**config.mk**
```make
export PLATFORM = sky130hd
export DESIGN_NAME = dlink_ser7_tx
export DESIGN_NICKNAME = d
export VERILOG_FILES = /design/src/rtl/dlink_ser7_tx.sv
export SDC_FILE = /design/constraint.sdc
export NUM_CORES = 1
export LEC_CHECK = 0
export ABC_AREA = 1
export BUFFER_PORTS_ARGS = -buffer_cell sky130_fd_sc_hd__buf_2
export CAP_MARGIN = 5
export CELL_PAD_IN_SITES_DETAIL_PLACEMENT = 0
export CELL_PAD_IN_SITES_GLOBAL_PLACEMENT = 2
export CORE_UTILIZATION = 34
export DETAILED_ROUTE_END_ITERATION = 7
export PLACE_DENSITY = 0.73
export RECOVER_POWER = 50
export SETUP_SLACK_MARGIN = 0.3
export SLEW_MARGIN = 30
export SYNTH_ARGS = -nofsm -noshare
export SYNTH_HDL_FRONTEND = slang
export SYNTH_SLANG_ARGS = --single-unit
```
**constraint.sdc**
```tcl
create_clock -name clk_i -period 1.6 [get_ports clk_i]
set_input_delay 0.16 -clock clk_i [delete_from_list [all_inputs] [get_ports clk_i]]
set_output_delay 0.16 -clock clk_i [all_outputs]
set_load 0.1 [all_outputs]
```
**src/rtl/dlink_ser7_tx.sv**
```systemverilog
module dlink_ser7_tx #(
  parameter int LANES = 4,
  parameter int SLOTS = 7,
  parameter logic [SLOTS-1:0] CLK_PAT = 7'b1100011
) (
  input  logic                   clk_i,
  input  logic                   rst_ni,
  input  logic                   pix_clk_i,
  input  logic                   rise_sel_i,
  input  logic                   pd_i,
  input  logic [LANES*SLOTS-1:0] data_i,
  output logic [LANES-1:0]       lane_o,
  output logic                   clk_lane_o
);
  localparam int W = LANES * SLOTS;

  logic         pix_q;
  logic         cap;
  logic         hold_vld;
  logic [W-1:0] hold;
  logic [SLOTS-1:0] ck_sh;

  assign cap = rise_sel_i ? (pix_clk_i & ~pix_q) : (~pix_clk_i & pix_q);

  always_ff @(posedge clk_i or negedge rst_ni) begin
    if (!rst_ni) begin
      pix_q    <= 1'b0;
      hold     <= '0;
      hold_vld <= 1'b0;
    end else begin
      pix_q <= pix_clk_i;
      if (pd_i) begin
        hold_vld <= 1'b0;
      end else if (cap) begin
        hold     <= data_i;
        hold_vld <= 1'b1;
      end
    end
  end

  for (genvar k = 0; k < LANES; k++) begin : g_lane
    logic [SLOTS-1:0] sh;
    always_ff @(posedge clk_i or negedge rst_ni) begin
      if (!rst_ni)          sh <= '0;
      else if (pd_i)        sh <= '0;
      else if (cap)         sh <= hold_vld ? hold[k*SLOTS +: SLOTS] : '0;
      else                  sh <= {sh[SLOTS-2:0], 1'b0};
    end
    assign lane_o[k] = sh[SLOTS-1] & ~pd_i;
  end

  always_ff @(posedge clk_i or negedge rst_ni) begin
    if (!rst_ni)          ck_sh <= '0;
    else if (pd_i)        ck_sh <= '0;
    else if (cap)         ck_sh <= hold_vld ? CLK_PAT : '0;
    else                  ck_sh <= {ck_sh[SLOTS-2:0], 1'b0};
  end
  assign clk_lane_o = ck_sh[SLOTS-1] & ~pd_i;

  AST_IDLE_LOW: assert property (@(posedge clk_i) disable iff (!rst_ni)
    !hold_vld |-> (lane_o == '0 && !clk_lane_o));

  AST_VLD_FROM_EDGE: assert property (@(posedge clk_i) disable iff (!rst_ni)
    $rose(hold_vld) |-> $past(cap));

  AST_CLK_HEAD: assert property (@(posedge clk_i) disable iff (!rst_ni)
    (cap && hold_vld && !pd_i) |=> (clk_lane_o == CLK_PAT[SLOTS-1]));

  AST_PD_FLUSH: assert property (@(posedge clk_i) disable iff (!rst_ni)
    ($past(pd_i) && !pd_i) |-> (lane_o == '0 && !clk_lane_o));
endmodule

```
**Word level (Yosys, flattened, before mapping)**

Cells that the tools add are included.

- Input port bits: 33
- Flip-flop bits (word level): 65
- Output and inout bits: 5
- Logic and storage cells: 38

- Multiplexer cells: 18
- Reduce and logical (&&, ||, !) cells: 2
- Bitwise operators: 10

Operators by type and width:

| kind | count |
|---|---|
| 2-to-1 mux 7 bit | 15 |
| bitwise AND 1 bit | 7 |
| 2-to-1 mux 1 bit | 3 |
| NOT 1 bit | 3 |
| AND reduction 2 bit | 1 |
| nonzero test 2 bit | 1 |

**Logic depth before layout (Yosys ltp)**

- Depth after elaboration: 5
- Depth in mapped cells: 8
- Gate-level depth less buffers: 6

**Worst setup path after synthesis**

OpenSTA, ideal clock, no wires.

- Path type: in2out
- From: in pd_i
- To: out clk_lane_o
- Data required time: 1.440 ns
- Cell stages on the path: 2
- Slack: -0.154 ns
- Buffers on the path: 1
- Arrival: 1.594 ns
- Cell sequence: buf_2 > nor2_1

- Longest elaborated chain between the ends: 2

RTL lines:

| item | line | source |
|---|---|---|
| from (decl) | 10 | `input logic pd_i,` |
| NOT 1 bit (no line) | n/a |  |
| bitwise AND 1 bit | 58 | `assign clk_lane_o = ck_sh[SLOTS-1] & ~pd_i;` |
| to (decl) | 13 | `output logic clk_lane_o` |

Every way passes these cells.

**Final worst setup path**

- From: reg g_lane[1].sh[6]
- To: out lane_o[1]

- Longest elaborated chain between the ends: 1

RTL lines:

| item | line | source |
|---|---|---|
| from (decl) | 42 | `logic [SLOTS-1:0] sh;` |
| from (signal assigned) | 46 | `else if (cap) sh <= hold_vld ? hold[k*SLOTS +: SLOTS] : '0;` |
| from (signal assigned) | 47 | `else sh <= {sh[SLOTS-2:0], 1'b0};` |
| bitwise AND 1 bit | 49 | `assign lane_o[k] = sh[SLOTS-1] & ~pd_i;` |
| to (decl) | 12 | `output logic [LANES-1:0] lane_o,` |

Every way passes these cells.

==> impl_metrics.csv <==
group,metric,value,unit
clock_tree,clkLatencyLatePin,340,ps
hold_path,min_to,"hold[10]$_DFFE_PN0P_",
floorplan,die_w,90.5,um
global_route,grt_pass1_wl,9980,um
timing,relSlewSlack,0.306,
yosys,yosysUniqueCellTypes,15,
clock_tree,htree_num_levels,3,
routing,vias_per_cell,4.69,
routing,dr.pass1.iters,4,
timing,worst_pin_slew,1040,ps
setup_path,crit_path_top_delay_cell,"dfrtp_1",
hold_path,min_path_type,"input port to flop",
routing,drt_iter0_markers,90,
setup_path,required,1440,ps
floorplan,start_util,0.359,
timing,max_clock_freq,810,MHz
hold_path,min_path_cells,3,
routing,maxUsedRoutingLayer,"met4",
placed_design,globalplace.congestion,0.686,
clock_tree,clkSlewWorstSetupHoldPaths,70,ps
timing,rsz0062_at_grt,"yes",
timing,final-setup-viol-count,0,
setup_path,cp-start-kind,"flop",
timing,fin_crit,1230,ps
hold_path,hp-start,"data_i[10]",
timing,post-route-period-util,0.772,
routing,wire_per_inst,13.2,um
routing,postRouteAntennaNets,0,
timing,setup-tns-final,0,ps
power_and_ir_drop,power.total,0.00386,W
global_route,grt_overflow,0,
placed_design,numPortBuffers,37,
timing,clock_skew,4.09,ps
floorplan,floorplan.io_pins,38,
clock_tree,cts_sinks,65,
yosys,synth_area_per_cell,9.24,um2
clock_tree,cts_tree,"built",
setup_path,criticalPathCategory,"flop to primary output",
clock_tree,root_buffer,"clkbuf_8",
finish,fillCellCount,775,
timing,slew_viol_final,0,
setup_path,reg2reg_from,"pix_q$_DFF_PN0_",
finish,areaGrowthSynthToFinish,24.2,%
global_route,antenna_found_initial,0,
floorplan,dieArea,0.00818,mm2
setup_path,reg2reg_to,"hold[24]$_DFFE_PN0P_",
placed_design,placed_cell_area,0.00299,mm2
setup_path,crit_path_end_kind,"primary output",
finish,multi_input_area,856,um2
setup_path,max_stage_delay,330,ps
yosys,synth-seq-cells,65,
yosys,yosysWarnings,0,
setup_path,cp_cell_sequence,"inv_1 -> nor2_1 -> buf_4",
yosys,yosysSeqAreaShare,0.611,
finish,finalInstanceArea,0.00330,mm2
run_status,status,"complete, no violations",
power_and_ir_drop,power_density,1170,mW/mm2
routing,wl_met2,2400,um
finish,seqCellArea,0.00163,mm2
power_and_ir_drop,peakVddDrop,474,uV
clock_tree,cts_buffers,9,
routing,vias,2035,
finish,fin_util,0.446,
setup_path,worstPathMaxFanout,1,
setup_path,reg2reg_setup_slack,390,ps
yosys,syn_area,0.00266,mm2
timing,hold_violations,0,
global_route,track_usage,0.155,
finish,instances_no_fill,434,
global_route,grt_max_degree,37,
clock_tree,ctsLongestPathBuffers,2,
placed_design,dp.cells,412,
routing,wl_met1,3040,um
routing,drcViolationCount,0,
setup_path,cp.arrival,1070,ps
floorplan,die_y,90.5,um
routing,dr_wl_met3,173,um
global_route,grt_pass1_vias,1934,
job,maxCapViolCount,0,
yosys,syn_inst,288,
placed_design,dpl.hpwl,3330,um
floorplan,rows,31,
power_and_ir_drop,leakage,1.77,nW
setup_path,r2r_cells,7,
yosys,syn_nets,321,
floorplan,coreArea,0.00741,mm2
finish,final_nets,363,
finish,n_antenna_cell,0,
routing,wirelength,5730,um
finish,drive_above_1_share,0.215,
critical path: cells and delay by family (launching register included):
kind	cells	cell delay [ps]
flops	1	330
buf+inv	2	330
simple gates	1	80
synth_stat cells, drive strengths merged:
master / count / area share
nor2: 13 / 0.021
nand4: 27 / 0.063
inv: 18 / 0.025
o21ai: 1 / 0.0019
buf: 22 / 0.046
dfrtp: 65 / 0.61
clkbuf: 1 / 0.0014
nand3: 55 / 0.11
nand2: 86 / 0.12
how the worst max path moves through the flow:
stage	from	endpoint	cells past startpoint
after CTS	pix_q$_DFF_PN0_	hold[16]$_DFFE_PN0P_	6
after global placement	pix_q$_DFF_PN0_	g_lane[2].sh[4]$_DFF_PN0_	5
after global routing	rst_ni	ck_sh[5]$_DFF_PN0_	3
after floorplan	pd_i	clk_lane_o	2
after detailed placement	pix_q$_DFF_PN0_	hold[16]$_DFFE_PN0P_	6
final	g_lane[1].sh[6]$_DFF_PN0_	lane_o[1]	3
final cells by class:
class                      count  area share
tap                           99      0.0375
inverter                      18      0.0204
sequential                    65       0.492
timing repair buffer          54       0.122
clock inverter                 5      0.0235
clock buffer                  11      0.0458
multi-input combinational    182       0.259
through the flow:
stage / hold WS, ps / worst slack (ps)
after floorplan: -136 / -154
after global placement: 130 / 270
after detailed placement: 125 / 228
after CTS: 35.5 / 310
after global routing: 43.9 / 209
final: 48.8 / 365
layer usage:
metal | vias to the layer above | GRT usage
met3 | 11 | 0.0303
met1 | 962 | 0.221
met4 | 0 | 0.0726
met2 | 36 | 0.227
li1 | 1026 | -
met5 | - | 0
where the power goes:
part,internal (W),switching [W],leakage [nW]
logic,0.000153,0.000247,0.797
registers,0.00180,0.0000766,0.862
clock network,0.000957,0.000627,0.115
registers in the layout (all words and copies together), names as in the netlist:
signal     count
ck_sh          7
g_lane.sh     28
hold          28
hold_vld       1
pix_q          1
placed cells by master (no fill, tap or decap):
master         instances
buf_12                 5
buf_2                 30
buf_4                 12
buf_6                  3
bufinv_16              2
clkbuf_1               2
clkbuf_8              11
clkinv_2               2
clkinvlp_4             1
dfrtp_1               65
dlygate4sd3_1          2
inv_1                 17
inv_2                  1
nand2_1               84
nand2_2                1
nand2_4                1
nand3_1               53
nand3_2                1
nand3_4                1
nand4_1               27
nor2_1                12
nor2_4                 1
o21ai_1                1
cell families (layout without fill, tap and decap cells):
family	after synthesis	count (layout)	synth area share
compound gates	1	1	0.00188
buf+inv	41	88	0.0724
flops	65	65	0.611
simple gates	181	181	0.314
timing repair:
action,in CTS,in global routing
buffers inserted,0,4
pin swaps,0,2
cloned,0,0
setup endpoints to repair,52,43
hold buffers,2,0
hold endpoints to repair,15,0
resized for setup,7,4
(Power assumes the default switching activity.)
